File: src/rtl/spark_seq_pkg.sv
package spark_seq_pkg;

   typedef enum logic [2:0] {
      PH_IDLE   = 3'd0,
      PH_CHARGE = 3'd1,
      PH_GAP_CD = 3'd2,
      PH_FIRE   = 3'd3,
      PH_GAP_DC = 3'd4
   } phase_e;

endpackage

File: src/rtl/spark_flag_cond.sv
module spark_flag_cond #(
   parameter int SYNC_STAGES = 2,
   parameter int FILT_LEN    = 4
) (
   input  logic clk,
   input  logic rst_n,
   input  logic raw_in,
   output logic level_out
);

   generate
      if (SYNC_STAGES < 2) begin : g_bad_sync
         $error("spark_flag_cond: SYNC_STAGES must be at least 2");
      end
      if (FILT_LEN < 1) begin : g_bad_filt
         $error("spark_flag_cond: FILT_LEN must be at least 1");
      end
   endgenerate

   logic [SYNC_STAGES-1:0] sync_q;
   logic                   sync_out;

   always_ff @(posedge clk or negedge rst_n) begin
      if (!rst_n) sync_q <= '0;
      else        sync_q <= {sync_q[SYNC_STAGES-2:0], raw_in};
   end

   assign sync_out = sync_q[SYNC_STAGES-1];

   generate
      if (FILT_LEN <= 1) begin : g_no_filter
         always_ff @(posedge clk or negedge rst_n) begin
            if (!rst_n) level_out <= 1'b0;
            else        level_out <= sync_out;
         end
      end else begin : g_filter
         localparam int FCW = $clog2(FILT_LEN + 1);
         localparam logic [FCW-1:0] LAST = FCW'(FILT_LEN - 1);
         logic [FCW-1:0] run_cnt;

         always_ff @(posedge clk or negedge rst_n) begin
            if (!rst_n) begin
               run_cnt   <= '0;
               level_out <= 1'b0;
            end else if (sync_out == level_out) begin
               run_cnt   <= '0;
            end else if (run_cnt == LAST) begin
               run_cnt   <= '0;
               level_out <= sync_out;
            end else begin
               run_cnt   <= run_cnt + 1'b1;
            end
         end
      end
   endgenerate

   // the filtered level only moves to a value the synchronizer already held
   p_filter_follow_r10: assert property (@(posedge clk) disable iff (!rst_n)
      (level_out != $past(level_out)) |-> (level_out == $past(sync_out)));

endmodule

File: src/rtl/spark_cfg_clamp.sv
module spark_cfg_clamp #(
   parameter int IN_W  = 16,
   parameter int OUT_W = 8,
   parameter int LO    = 1,
   parameter int HI    = 255
) (
   input  logic [IN_W-1:0]  cfg_in,
   output logic [OUT_W-1:0] cfg_out
);

   generate
      if (HI < LO) begin : g_bad_range
         $error("spark_cfg_clamp: HI below LO");
      end
      if ((1 << OUT_W) <= HI) begin : g_bad_out
         $error("spark_cfg_clamp: OUT_W too narrow for HI");
      end
      if (IN_W < OUT_W) begin : g_bad_in
         $error("spark_cfg_clamp: IN_W narrower than OUT_W");
      end
   endgenerate

   localparam logic [IN_W-1:0]  LO_IN  = IN_W'(LO);
   localparam logic [IN_W-1:0]  HI_IN  = IN_W'(HI);
   localparam logic [OUT_W-1:0] LO_OUT = OUT_W'(LO);
   localparam logic [OUT_W-1:0] HI_OUT = OUT_W'(HI);

   always_comb begin
      if (cfg_in < LO_IN)      cfg_out = LO_OUT;
      else if (cfg_in > HI_IN) cfg_out = HI_OUT;
      else                     cfg_out = cfg_in[OUT_W-1:0];
   end

endmodule

File: src/rtl/spark_tick_count.sv
module spark_tick_count #(
   parameter int W        = 8,
   parameter int MAX      = 255,
   parameter bit RST_FULL = 1'b0
) (
   input  logic         clk,
   input  logic         rst_n,
   input  logic         ld_full,
   input  logic         ld_one,
   input  logic         hold_zero,
   output logic [W-1:0] cnt
);

   generate
      if ((1 << W) <= MAX) begin : g_bad_width
         $error("spark_tick_count: W too narrow for MAX");
      end
   endgenerate

   localparam logic [W-1:0] FULL    = W'(MAX);
   localparam logic [W-1:0] RST_VAL = RST_FULL ? FULL : '0;

   always_ff @(posedge clk or negedge rst_n) begin
      if (!rst_n)             cnt <= RST_VAL;
      else if (ld_full)       cnt <= FULL;
      else if (ld_one)        cnt <= W'(1);
      else if (hold_zero)     cnt <= '0;
      else if (cnt != FULL)   cnt <= cnt + 1'b1;
   end

   // once saturated, the count stays put until a load or clear
   p_sat_hold_r8: assert property (@(posedge clk) disable iff (!rst_n)
      (cnt == FULL && !ld_one && !hold_zero) |=> (cnt == FULL));

endmodule

File: src/rtl/spark_phase_fsm.sv
module spark_phase_fsm
   import spark_seq_pkg::*;
#(
   parameter int DEAD_CYC = 1,
   parameter int PW_CW    = 6,
   parameter int IV_CW    = 9
) (
   input  logic             clk,
   input  logic             rst_n,
   input  logic             run_en,
   input  logic             full_lvl,
   input  logic             empty_lvl,
   input  logic [PW_CW-1:0] pw_eff,
   input  logic [IV_CW-1:0] iv_eff,
   input  logic [PW_CW-1:0] w_cnt,
   input  logic [IV_CW-1:0] i_cnt,
   output logic             fire_entry,
   output logic             fire_next,
   output logic             idle_next,
   output logic             chg_q,
   output logic             dis_q
);

   generate
      if (DEAD_CYC < 1) begin : g_bad_dead
         $error("spark_phase_fsm: DEAD_CYC must be at least 1");
      end
   endgenerate

   localparam int DC_W = $clog2(DEAD_CYC + 1);
   localparam logic [DC_W-1:0]  DC_LAST = DC_W'(DEAD_CYC - 1);
   localparam logic [IV_CW:0]   DEAD_EXT = (IV_CW+1)'(DEAD_CYC);

   phase_e          state_q, state_d;
   logic [DC_W-1:0] dcnt_q;
   logic            full_d_q;
   logic            pend_q, pend_d;
   logic            full_rise;
   logic            pend_now;
   logic            gap_open;
   logic            dead_done;
   logic            width_done;

   assign full_rise  = full_lvl & ~full_d_q;
   assign pend_now   = pend_q | full_rise;
   assign gap_open   = ({1'b0, i_cnt} + DEAD_EXT) >= {1'b0, iv_eff};
   assign dead_done  = (dcnt_q == DC_LAST);
   assign width_done = (w_cnt >= pw_eff);

   always_comb begin
      state_d = state_q;
      if (!run_en) begin
         state_d = PH_IDLE;
      end else begin
         unique case (state_q)
            PH_IDLE:   state_d = PH_CHARGE;
            PH_CHARGE: if (pend_now && gap_open) state_d = PH_GAP_CD;
            PH_GAP_CD: if (dead_done) state_d = PH_FIRE;
            PH_FIRE:   if (empty_lvl || width_done) state_d = PH_GAP_DC;
            PH_GAP_DC: if (dead_done) state_d = PH_CHARGE;
            default:   state_d = PH_IDLE;
         endcase
      end
   end

   always_comb begin
      if (state_q == PH_CHARGE && state_d == PH_CHARGE) pend_d = pend_now;
      else                                             pend_d = 1'b0;
   end

   assign fire_next  = (state_d == PH_FIRE);
   assign fire_entry = fire_next && (state_q != PH_FIRE);
   assign idle_next  = (state_d == PH_IDLE);

   always_ff @(posedge clk or negedge rst_n) begin
      if (!rst_n) begin
         state_q  <= PH_CHARGE;
         dcnt_q   <= '0;
         full_d_q <= 1'b0;
         pend_q   <= 1'b0;
         chg_q    <= 1'b1;
         dis_q    <= 1'b0;
      end else begin
         state_q  <= state_d;
         full_d_q <= full_lvl;
         pend_q   <= pend_d;
         chg_q    <= (state_d == PH_CHARGE);
         dis_q    <= (state_d == PH_FIRE);
         if ((state_q == PH_GAP_CD || state_q == PH_GAP_DC) && state_d == state_q)
            dcnt_q <= dcnt_q + 1'b1;
         else
            dcnt_q <= '0;
      end
   end

   // a held trigger never survives outside the charge phase
   p_no_pend_outside_r3: assert property (@(posedge clk) disable iff (!rst_n)
      (state_q != PH_CHARGE) |=> !pend_q);

   // the width counter never runs past the clamped width during a pulse
   p_width_bound_r6: assert property (@(posedge clk) disable iff (!rst_n)
      (state_q == PH_FIRE) |-> (w_cnt <= pw_eff));

   // the width timer stays cleared whenever no pulse is active
   p_width_clear_r9: assert property (@(posedge clk) disable iff (!rst_n)
      (state_q != PH_FIRE) |-> (w_cnt == '0));

endmodule

File: src/rtl/spark_pulse_seq.sv
module spark_pulse_seq #(
   parameter int CFG_W       = 16,
   parameter int SYNC_STAGES = 2,
   parameter int FILT_LEN    = 4,
   parameter int DEAD_CYC    = 1,
   parameter int PW_MIN      = 4,
   parameter int PW_MAX      = 40,
   parameter int GAP_MIN     = 64,
   parameter int GAP_MAX     = 400
) (
   input  logic             clk,
   input  logic             rst_n,
   input  logic             run_en,
   input  logic             bank_full_raw,
   input  logic             bank_empty_raw,
   input  logic [CFG_W-1:0] pw_cfg,
   input  logic [CFG_W-1:0] ival_cfg,
   output logic             chg_en,
   output logic             dis_en
);

   localparam int PW_CW = $clog2(PW_MAX + 1);
   localparam int IV_CW = $clog2(GAP_MAX + 1);

   generate
      if (PW_MIN < 1) begin : g_bad_pwmin
         $error("spark_pulse_seq: PW_MIN must be at least 1");
      end
      if (GAP_MIN <= PW_MAX + 2 * DEAD_CYC) begin : g_bad_gap
         $error("spark_pulse_seq: GAP_MIN must exceed PW_MAX plus both dead times");
      end
      if (CFG_W < IV_CW) begin : g_bad_cfg
         $error("spark_pulse_seq: CFG_W too narrow for GAP_MAX");
      end
   endgenerate

   logic             full_lvl, empty_lvl;
   logic [PW_CW-1:0] pw_eff, w_cnt;
   logic [IV_CW-1:0] iv_eff, i_cnt;
   logic             fire_entry, fire_next, idle_next;

   spark_flag_cond #(.SYNC_STAGES(SYNC_STAGES), .FILT_LEN(FILT_LEN)) u_full_cond (
      .clk(clk), .rst_n(rst_n), .raw_in(bank_full_raw), .level_out(full_lvl));

   spark_flag_cond #(.SYNC_STAGES(SYNC_STAGES), .FILT_LEN(FILT_LEN)) u_empty_cond (
      .clk(clk), .rst_n(rst_n), .raw_in(bank_empty_raw), .level_out(empty_lvl));

   spark_cfg_clamp #(.IN_W(CFG_W), .OUT_W(PW_CW), .LO(PW_MIN), .HI(PW_MAX)) u_pw_clamp (
      .cfg_in(pw_cfg), .cfg_out(pw_eff));

   spark_cfg_clamp #(.IN_W(CFG_W), .OUT_W(IV_CW), .LO(GAP_MIN), .HI(GAP_MAX)) u_iv_clamp (
      .cfg_in(ival_cfg), .cfg_out(iv_eff));

   spark_tick_count #(.W(PW_CW), .MAX(PW_MAX), .RST_FULL(1'b0)) u_width_timer (
      .clk(clk), .rst_n(rst_n), .ld_full(1'b0), .ld_one(fire_entry),
      .hold_zero(!fire_next), .cnt(w_cnt));

   spark_tick_count #(.W(IV_CW), .MAX(GAP_MAX), .RST_FULL(1'b1)) u_gap_timer (
      .clk(clk), .rst_n(rst_n), .ld_full(idle_next), .ld_one(fire_entry),
      .hold_zero(1'b0), .cnt(i_cnt));

   spark_phase_fsm #(.DEAD_CYC(DEAD_CYC), .PW_CW(PW_CW), .IV_CW(IV_CW)) u_fsm (
      .clk(clk), .rst_n(rst_n), .run_en(run_en),
      .full_lvl(full_lvl), .empty_lvl(empty_lvl),
      .pw_eff(pw_eff), .iv_eff(iv_eff), .w_cnt(w_cnt), .i_cnt(i_cnt),
      .fire_entry(fire_entry), .fire_next(fire_next), .idle_next(idle_next),
      .chg_q(chg_en), .dis_q(dis_en));

   // the two enables are mutually exclusive
   p_excl_r4: assert property (@(posedge clk) disable iff (!rst_n)
      !(chg_en && dis_en));

   // discharge never starts straight out of a charging cycle
   p_dead_cd_r5: assert property (@(posedge clk) disable iff (!rst_n)
      $rose(dis_en) |-> !$past(chg_en));

   // charging never resumes straight out of a discharging cycle
   p_dead_dc_r5: assert property (@(posedge clk) disable iff (!rst_n)
      $rose(chg_en) |-> !$past(dis_en));

   // a low run enable drops both enables after the next edge
   p_run_off_r11: assert property (@(posedge clk) disable iff (!rst_n)
      !run_en |=> (!chg_en && !dis_en));

endmodule

File: config.mk
export PLATFORM = sky130hd
export DESIGN_NAME = spark_pulse_seq
export DESIGN_NICKNAME = d
export VERILOG_FILES = /design/src/rtl/spark_seq_pkg.sv /design/src/rtl/spark_flag_cond.sv /design/src/rtl/spark_cfg_clamp.sv /design/src/rtl/spark_tick_count.sv /design/src/rtl/spark_phase_fsm.sv /design/src/rtl/spark_pulse_seq.sv
export SDC_FILE = /design/constraint.sdc
export NUM_CORES = 1
export LEC_CHECK = 0
export BUFFER_PORTS_ARGS = -buffer_cell sky130_fd_sc_hd__buf_2
export CORE_MARGIN = 2
export CORE_UTILIZATION = 48
export CTS_CLUSTER_DIAMETER = 120
export DETAILED_ROUTE_END_ITERATION = 16
export GPL_ROUTABILITY_DRIVEN = 1
export GPL_TIMING_DRIVEN = 0
export PLACE_DENSITY = 0.7
export SYNTH_ARGS = -nofsm -noshare
export SYNTH_HDL_FRONTEND = slang
export SYNTH_SLANG_ARGS = --single-unit
File: constraint.sdc
create_clock -name clk -period 5 [get_ports clk]
set_input_delay 1 -clock clk [delete_from_list [all_inputs] [get_ports clk]]
set_output_delay 1 -clock clk [all_outputs]
set_load 0.01 [all_outputs]
---- After elaboration in Yosys (flattened, before gate mapping) ----
Index checks and enable logic that the tools add are counted.
cells by class
  add/sub/neg operators ................... 6
  multiply operators ...................... 0
  divide/modulo/power cells ............... 0
  magnitude comparators ................... 6
  equality and inequality tests ........... 15
  shift-type cells ........................ 0
  multiplexer cells ....................... 22
  bitwise gates (word level) .............. 5
  reduce and logical (&&, ||, !) cells .... 11
operators by type and width
  operator                count
  $mux W9                 5
  $mux W6                 5
  $mux W3                 9
  $gt A16 B6 Y1 const B   1
  $gt A16 B9 Y1 const B   1
  $lt A16 B3 Y1 const B   1
  $lt A16 B7 Y1 const B   1
  $eq A3 B2 Y1 const B    5
  $pmux W3 S5             1
  $add A9 B1 Y10 const B  1
  $ge A10 B9 Y1           1
  $add A9 B1 Y9 const B   1
  $ne A9 B9 Y1 const B    1
  $add A3 B1 Y3 const B   2
  $add A6 B1 Y6 const B   1
  $eq A3 B1 Y1 const B    2
  $ge A6 B6 Y1            1
  $logic_not A3 Y1        2
  $ne A6 B6 Y1 const B    1
  $logic_and A1 B1 Y1     4
  $reduce_and A2 Y1       2
  $eq A3 B3 Y1            1
  $eq A3 B3 Y1 const B    1
  $ne A3 B2 Y1 const B    1
  9 further kinds         14
word-level totals
  flip-flop bits (word level) ............. 35
  bits in latches ......................... 0
  bits in writable memories ............... 0
  memory bits (read-only) ................. 0
  bits of input ports ..................... 37
  output and inout bits ................... 2
  logic and storage cells ................. 79
  memories ................................ 0

---- Depth between registers and ports, before layout ----
  depth in word-level cells ............... 12
  mapped depth ............................ 12
  gate-level depth less buffers ........... 12

---- Cells and area by module ----
A second synthesis with hierarchy kept.
unflattened totals
  cell total of the unflattened synthesis .. 260
  area, all modules ....................... 2493.6 µm²
by module, submodules not included
  module                             times used  cells an instance  area an instance (µm²)
  spark_phase_fsm                    1           99                 893.4
  spark_tick_count at u_gap_timer    1           55                 534.3
  spark_tick_count at u_width_timer  1           37                 341.6
  spark_flag_cond at u_full_cond     1           13                 229.0
  spark_flag_cond at u_empty_cond    1           13                 216.5
  spark_cfg_clamp at u_iv_clamp      1           22                 152.6
  spark_cfg_clamp at u_pw_clamp      1           19                 118.9
  spark_pulse_seq                    1           2                  7.5

---- Worst setup path after synthesis ----
No wires, ideal clock.
  kind .................................... input to register
  start point ............................. input port ival_cfg[0]
  end point ............................... register u_gap_timer.cnt[0]
  setup time .............................. 0.119 ns
  data arrival time ....................... 3.388 ns
  path slack .............................. 1.493 ns
  stages on the path ...................... 11
  buffers on the path ..................... 0
  path through ............................ o41ai_1 nand2_1 a311oi_1 and2_1 ha_1 nand2b_1 a21oi_1 o32a_1 a31oi_2 o32a_4 o21a_1
on the way
  longest elaborated chain between the ends .. 12
  elaborated cells between the ends (all ways) .. 15
ends and longest elaborated chain
  element                 RTL line                RTL
  start: declaration      spark_pulse_seq.sv:17   input logic [CFG_W-1:0] ival_cfg,
  $gt A16 B9 Y1           spark_cfg_clamp.sv:30   else if (cfg_in > HI_IN) cfg_out = HI_OUT;
  $mux W9                 spark_cfg_clamp.sv:30
  $mux W9 *               spark_cfg_clamp.sv:29   if (cfg_in < LO_IN) cfg_out = LO_OUT;
  $ge A10 B9 Y1 *         spark_phase_fsm.sv:46   assign gap_open = ({1'b0, i_cnt} + DEAD_EXT) >= {1'b0, iv_eff};
  $logic_and A1 B1 Y1 *   spark_phase_fsm.sv:57   PH_CHARGE: if (pend_now && gap_open) state_d = PH_GAP_CD;
  $mux W3 *               spark_phase_fsm.sv:57
  $pmux W3 S5 *           spark_phase_fsm.sv:55   unique case (state_q)
  $mux W3 *               spark_phase_fsm.sv:52   if (!run_en) begin
  $eq A3 B2 Y1            spark_phase_fsm.sv:71   assign fire_next = (state_d == PH_FIRE);
  $logic_and A1 B1 Y1     spark_phase_fsm.sv:72   assign fire_entry = fire_next && (state_q != PH_FIRE);
  $mux W9                 spark_tick_count.sv:26  else if (ld_one) cnt <= W'(1);
  $mux W9                 spark_tick_count.sv:25  else if (ld_full) cnt <= FULL;
  end signal: assignment  spark_tick_count.sv:28  else if (cnt != FULL) cnt <= cnt + 1'b1;
  end: declaration        spark_tick_count.sv:11  output logic [W-1:0] cnt
Mark *: on every way between the ends. The rest lies on a longest branch, timed or not.
A chain may end at the register's enable or synchronous reset.

---- Worst setup path in the final report ----
  start point ............................. input port ival_cfg[0]
  end point ............................... register u_fsm.chg_q
on the way
  longest elaborated chain between the ends .. 9
  elaborated cells between the ends (all ways) .. 10
ends and longest elaborated chain
  element                 RTL line               RTL
  $gt A16 B9 Y1           spark_cfg_clamp.sv:30
  $mux W9                 spark_cfg_clamp.sv:30
  $mux W9 *               spark_cfg_clamp.sv:29
  $ge A10 B9 Y1 *         spark_phase_fsm.sv:46
  $logic_and A1 B1 Y1 *   spark_phase_fsm.sv:57
  $mux W3 *               spark_phase_fsm.sv:57
  $pmux W3 S5 *           spark_phase_fsm.sv:55
  $mux W3 *               spark_phase_fsm.sv:52
  net u_fsm.state_d[1]    spark_phase_fsm.sv:34  phase_e state_q, state_d;
  $eq A3 B1 Y1 *          spark_phase_fsm.sv:87  chg_q <= (state_d == PH_CHARGE);
  end signal: assignment  spark_phase_fsm.sv:87
  end: declaration        spark_phase_fsm.sv:20  output logic chg_q,
The timed path passes the listed nets; every way through them passes the cells marked *.

==> impl_metrics.json <==
{
  "post-route-period-util": 0.7293,
  "cts_setup_buffers": 0,
  "antenna_found_initial": 0,
  "critPathLaunchType": "input port",
  "rows": 24,
  "die_w_microns": 70.69,
  "synthArstFlopShare": 1.000,
  "via_per_inst": 5.207,
  "drt-total-wl_mm": 3.948,
  "critical_path_arrival_ns": 3.84,
  "nNetsFinal": 328,
  "hpwlAfterDp_mm": 3.164,
  "netlist_area_sq_um": 2135,
  "syn_area_per_cell_sq_um": 9.487,
  "synth-seq-area-share": 0.4132,
  "seqCellArea_sq_um": 882.1,
  "fmax_mhz": 274.2,
  "crit_type": "in -> reg",
  "power.leakage_nw": 1.191,
  "setup_viol": 0,
  "coreArea_sq_um": 4324,
  "gp_congestion": 0.8441,
  "p_total_mw": 0.9910,
  "slew_violations": 0,
  "cts_root_buf": "clkbuf_8",
  "slew_headroom": 0.5064,
  "port-buffer-count": 38,
  "syn_to_final_growth_pct": 17.12,
  "clk_latency_ns": 0.29,
  "syn_nets": 283,
  "first_iter_violations": 98,
  "cp_data_required_time_ns": 5.19,
  "cp-end-kind": "flop",
  "ys_seq_elements": 35,
  "cts.sinks": 35,
  "finalHoldViolCount": 0,
  "tns_ns": 0,
  "path_clk_slew_ns": 0.07,
  "n_fill_cell": 390,
  "numCtsBuffers": 5,
  "cts.path.max_buffers": 2,
  "drive_above_1_share": 0.2214,
  "multi_input_area_sq_um": 1211,
  "yosysWarnings": 0,
  "cts_tree": "done",
  "synth_ff_type": "dfrtp_1",
  "postCtsHoldBufs": 0,
  "clock-skew-final_ns": 0.007887,
  "grt_max_degree": 36,
  "fp.dieH_microns": 70.69,
  "cp_common_cell": "nor3_1",
  "period_needed_ns": 3.647,
  "start_util": 0.4936,
  "critPathLaunch": "ival_cfg[0]",
  "synth_cell_types": 44,
  "synth_edf_count": 0,
  "reg2reg_from": "u_gap_timer.cnt[0]",
  "pin_count": 39,
  "ctsResizeCount": 0,
  "grt_first_pass_wirelength_mm": 6.713,
  "antennaDiodeCount": 0,
  "synthCells": 225,
  "firstDrtPassIters": 4,
  "ant_nets": 0,
  "drc": 0,
  "wl_per_cell_microns": 12.22,
  "irDropWorstVdd_uv": 140.4,
  "die_area_sq_um": 4996,
  "min_path_type": "reg -> reg",
  "status": "finished, final reports clean",
  "rsz0062_at_grt": "no",
  "powerDensity_nw_per_um2": 396.4,
  "cap_violations": 0,
  "crit_chain": "buf_2 -> o41ai_1 -> nand2_1 -> a311oi_1 -> and2_1 -> ha_1 -> nand2b_1 -> a21oi_1 -> o32a_1 -> a31oi_2 -> nor3_1 -> inv_1 -> nor3_1",
  "overflow": 0,
  "via_count": 1682,
  "cts_max_level": 2,
  "hp-start": "u_empty_cond.sync_q[0]",
  "worstMarginPinSlew_ns": 0.7404,
  "grt_pass1_vias": 1563,
  "cp_max_fo": 5,
  "critPathSlowestCell": "a311oi_1",
  "grt.total_usage": 0.1672,
  "critPathMaxStageDelay_ns": 0.51
}
[placed cells by master (no fill, tap or decap), drive strengths merged, types with 6 or more instances in the layout]
master and instances:
clkbuf 6, nor2 27, xnor2 9, nand2 21
dfrtp 30, buf 38, o21ai 9, a21oi 12
xor2 6, nand3 10, nor3 10, ha 21
inv 11
[cell usage after synthesis, types with 5 or more instances]
master    number  share of area
xnor2_1        9          0.037
ha_1          21           0.12
nand2_1       20          0.035
nand2b_1       5          0.015
a21oi_1       12          0.028
dfstp_2        5          0.062
nor2b_1        5          0.015
nand3_1       10          0.023
dfrtp_1       30           0.35
inv_1         11          0.019
nor3_1         9          0.021
xor2_1         6          0.025
nor2_1        27          0.047
and3_1         5          0.015
o21ai_0        7          0.016
[state kept, by name (all words and copies together), names as in the netlist]
name                           flops
u_fsm.chg_q                        1
u_width_timer.cnt                  6
u_empty_cond.sync_q                2
u_full_cond.level_out              1
u_full_cond.g_filter.run_cnt       3
u_empty_cond.g_filter.run_cnt      3
u_fsm.pend_q                       1
u_fsm.dcnt_q                       1
u_full_cond.sync_q                 2
u_fsm.full_d_q                     1
u_fsm.state_q                      3
u_empty_cond.level_out             1
u_fsm.dis_q                        1
u_gap_timer.cnt                    9
[worst paths after layout]
| kind | slack (ns) | cells past startpoint | to |
|---|---|---|---|
| min in group asynchronous | 0.77 | 1 | u_empty_cond.g_filter.run_cnt[2] |
| min reg2reg | 0.35 | 0 | u_empty_cond.sync_q[1] |
| min | 0.35 | 0 | u_empty_cond.sync_q[1] |
| max reg2reg | 2.26 | 10 | u_gap_timer.cnt[0] |
| max in group asynchronous | 3.75 | 1 | u_full_cond.sync_q[0] |
| max | 1.35 | 13 | u_fsm.chg_q |
[worst max-delay path: cells and delay by family]
family / cells / cell delay (ns)
buffers and inverters: 2 / 0.23
and+or+nand+nor: 5 / 1.02
AOI/OAI and AO/OA: 5 / 1.37
adders and majority gates: 1 / 0.22
[logic make-up (layout without fill, tap and decap cells)]
family,Yosys count,after routing,synth area share
AND/OR/NAND/NOR,104,104,0.2503
multiplexers,2,2,0.01055
adder cells (fa/ha/maj),22,22,0.1278
XOR/XNOR,15,15,0.06155
flip-flops,35,35,0.4132
other,1,1,0.001757
AO/OA/AOI/OAI,35,35,0.1155
buffers and inverters,11,57,0.01934
[power breakdown]
part / internal, mW / total, mW / leakage, nW / switching (mW)
logic: 0.157 / 0.334 / 0.691 / 0.176
clock network: 0.149 / 0.248 / 0.0514 / 0.0993
registers: 0.355 / 0.409 / 0.448 / 0.0546
total: 0.661 / 0.991 / 1.19 / 0.330
[per-stage QoR]
stage / instances / cell area (sq um) / utilization / hold slack, ns / worst slack, ns
floorplan: 225 / 2135 / - / 0.3312 / 1.493
global placement: 315 / 2390 / 0.5527 / 0.3363 / 1.087
detailed placement: 315 / 2390 / 0.5527 / 0.3356 / 1.032
CTS: 323 / 2500 / 0.5781 / 0.3533 / 1.309
global route: 323 / 2500 / 0.5781 / 0.3583 / 1.079
finish: 323 / 2500 / 0.5781 / 0.3494 / 1.353
[layer usage]
| metal | vias to the layer above | GRT usage | routed length, microns |
|---|---|---|---|
| met5 | - | 0 | 0 |
| met2 | 25 | 0.2804 | 1923 |
| met1 | 768 | 0.2133 | 1848 |
| li1 | 884 | - | - |
| met3 | 5 | 0.04701 | 130 |
| met4 | 0 | 0.04403 | 46 |
[area by class of cell]
class | instances | share of cell area
timing repair buffer | 38 | 0.07608
clock buffer | 6 | 0.02903
clock inverter | 2 | 0.01502
multi-input combinational | 179 | 0.4845
tap | 52 | 0.02603
sequential | 35 | 0.3529
inverter | 11 | 0.01652
Note: power is estimated with default switching activity, not from simulation.
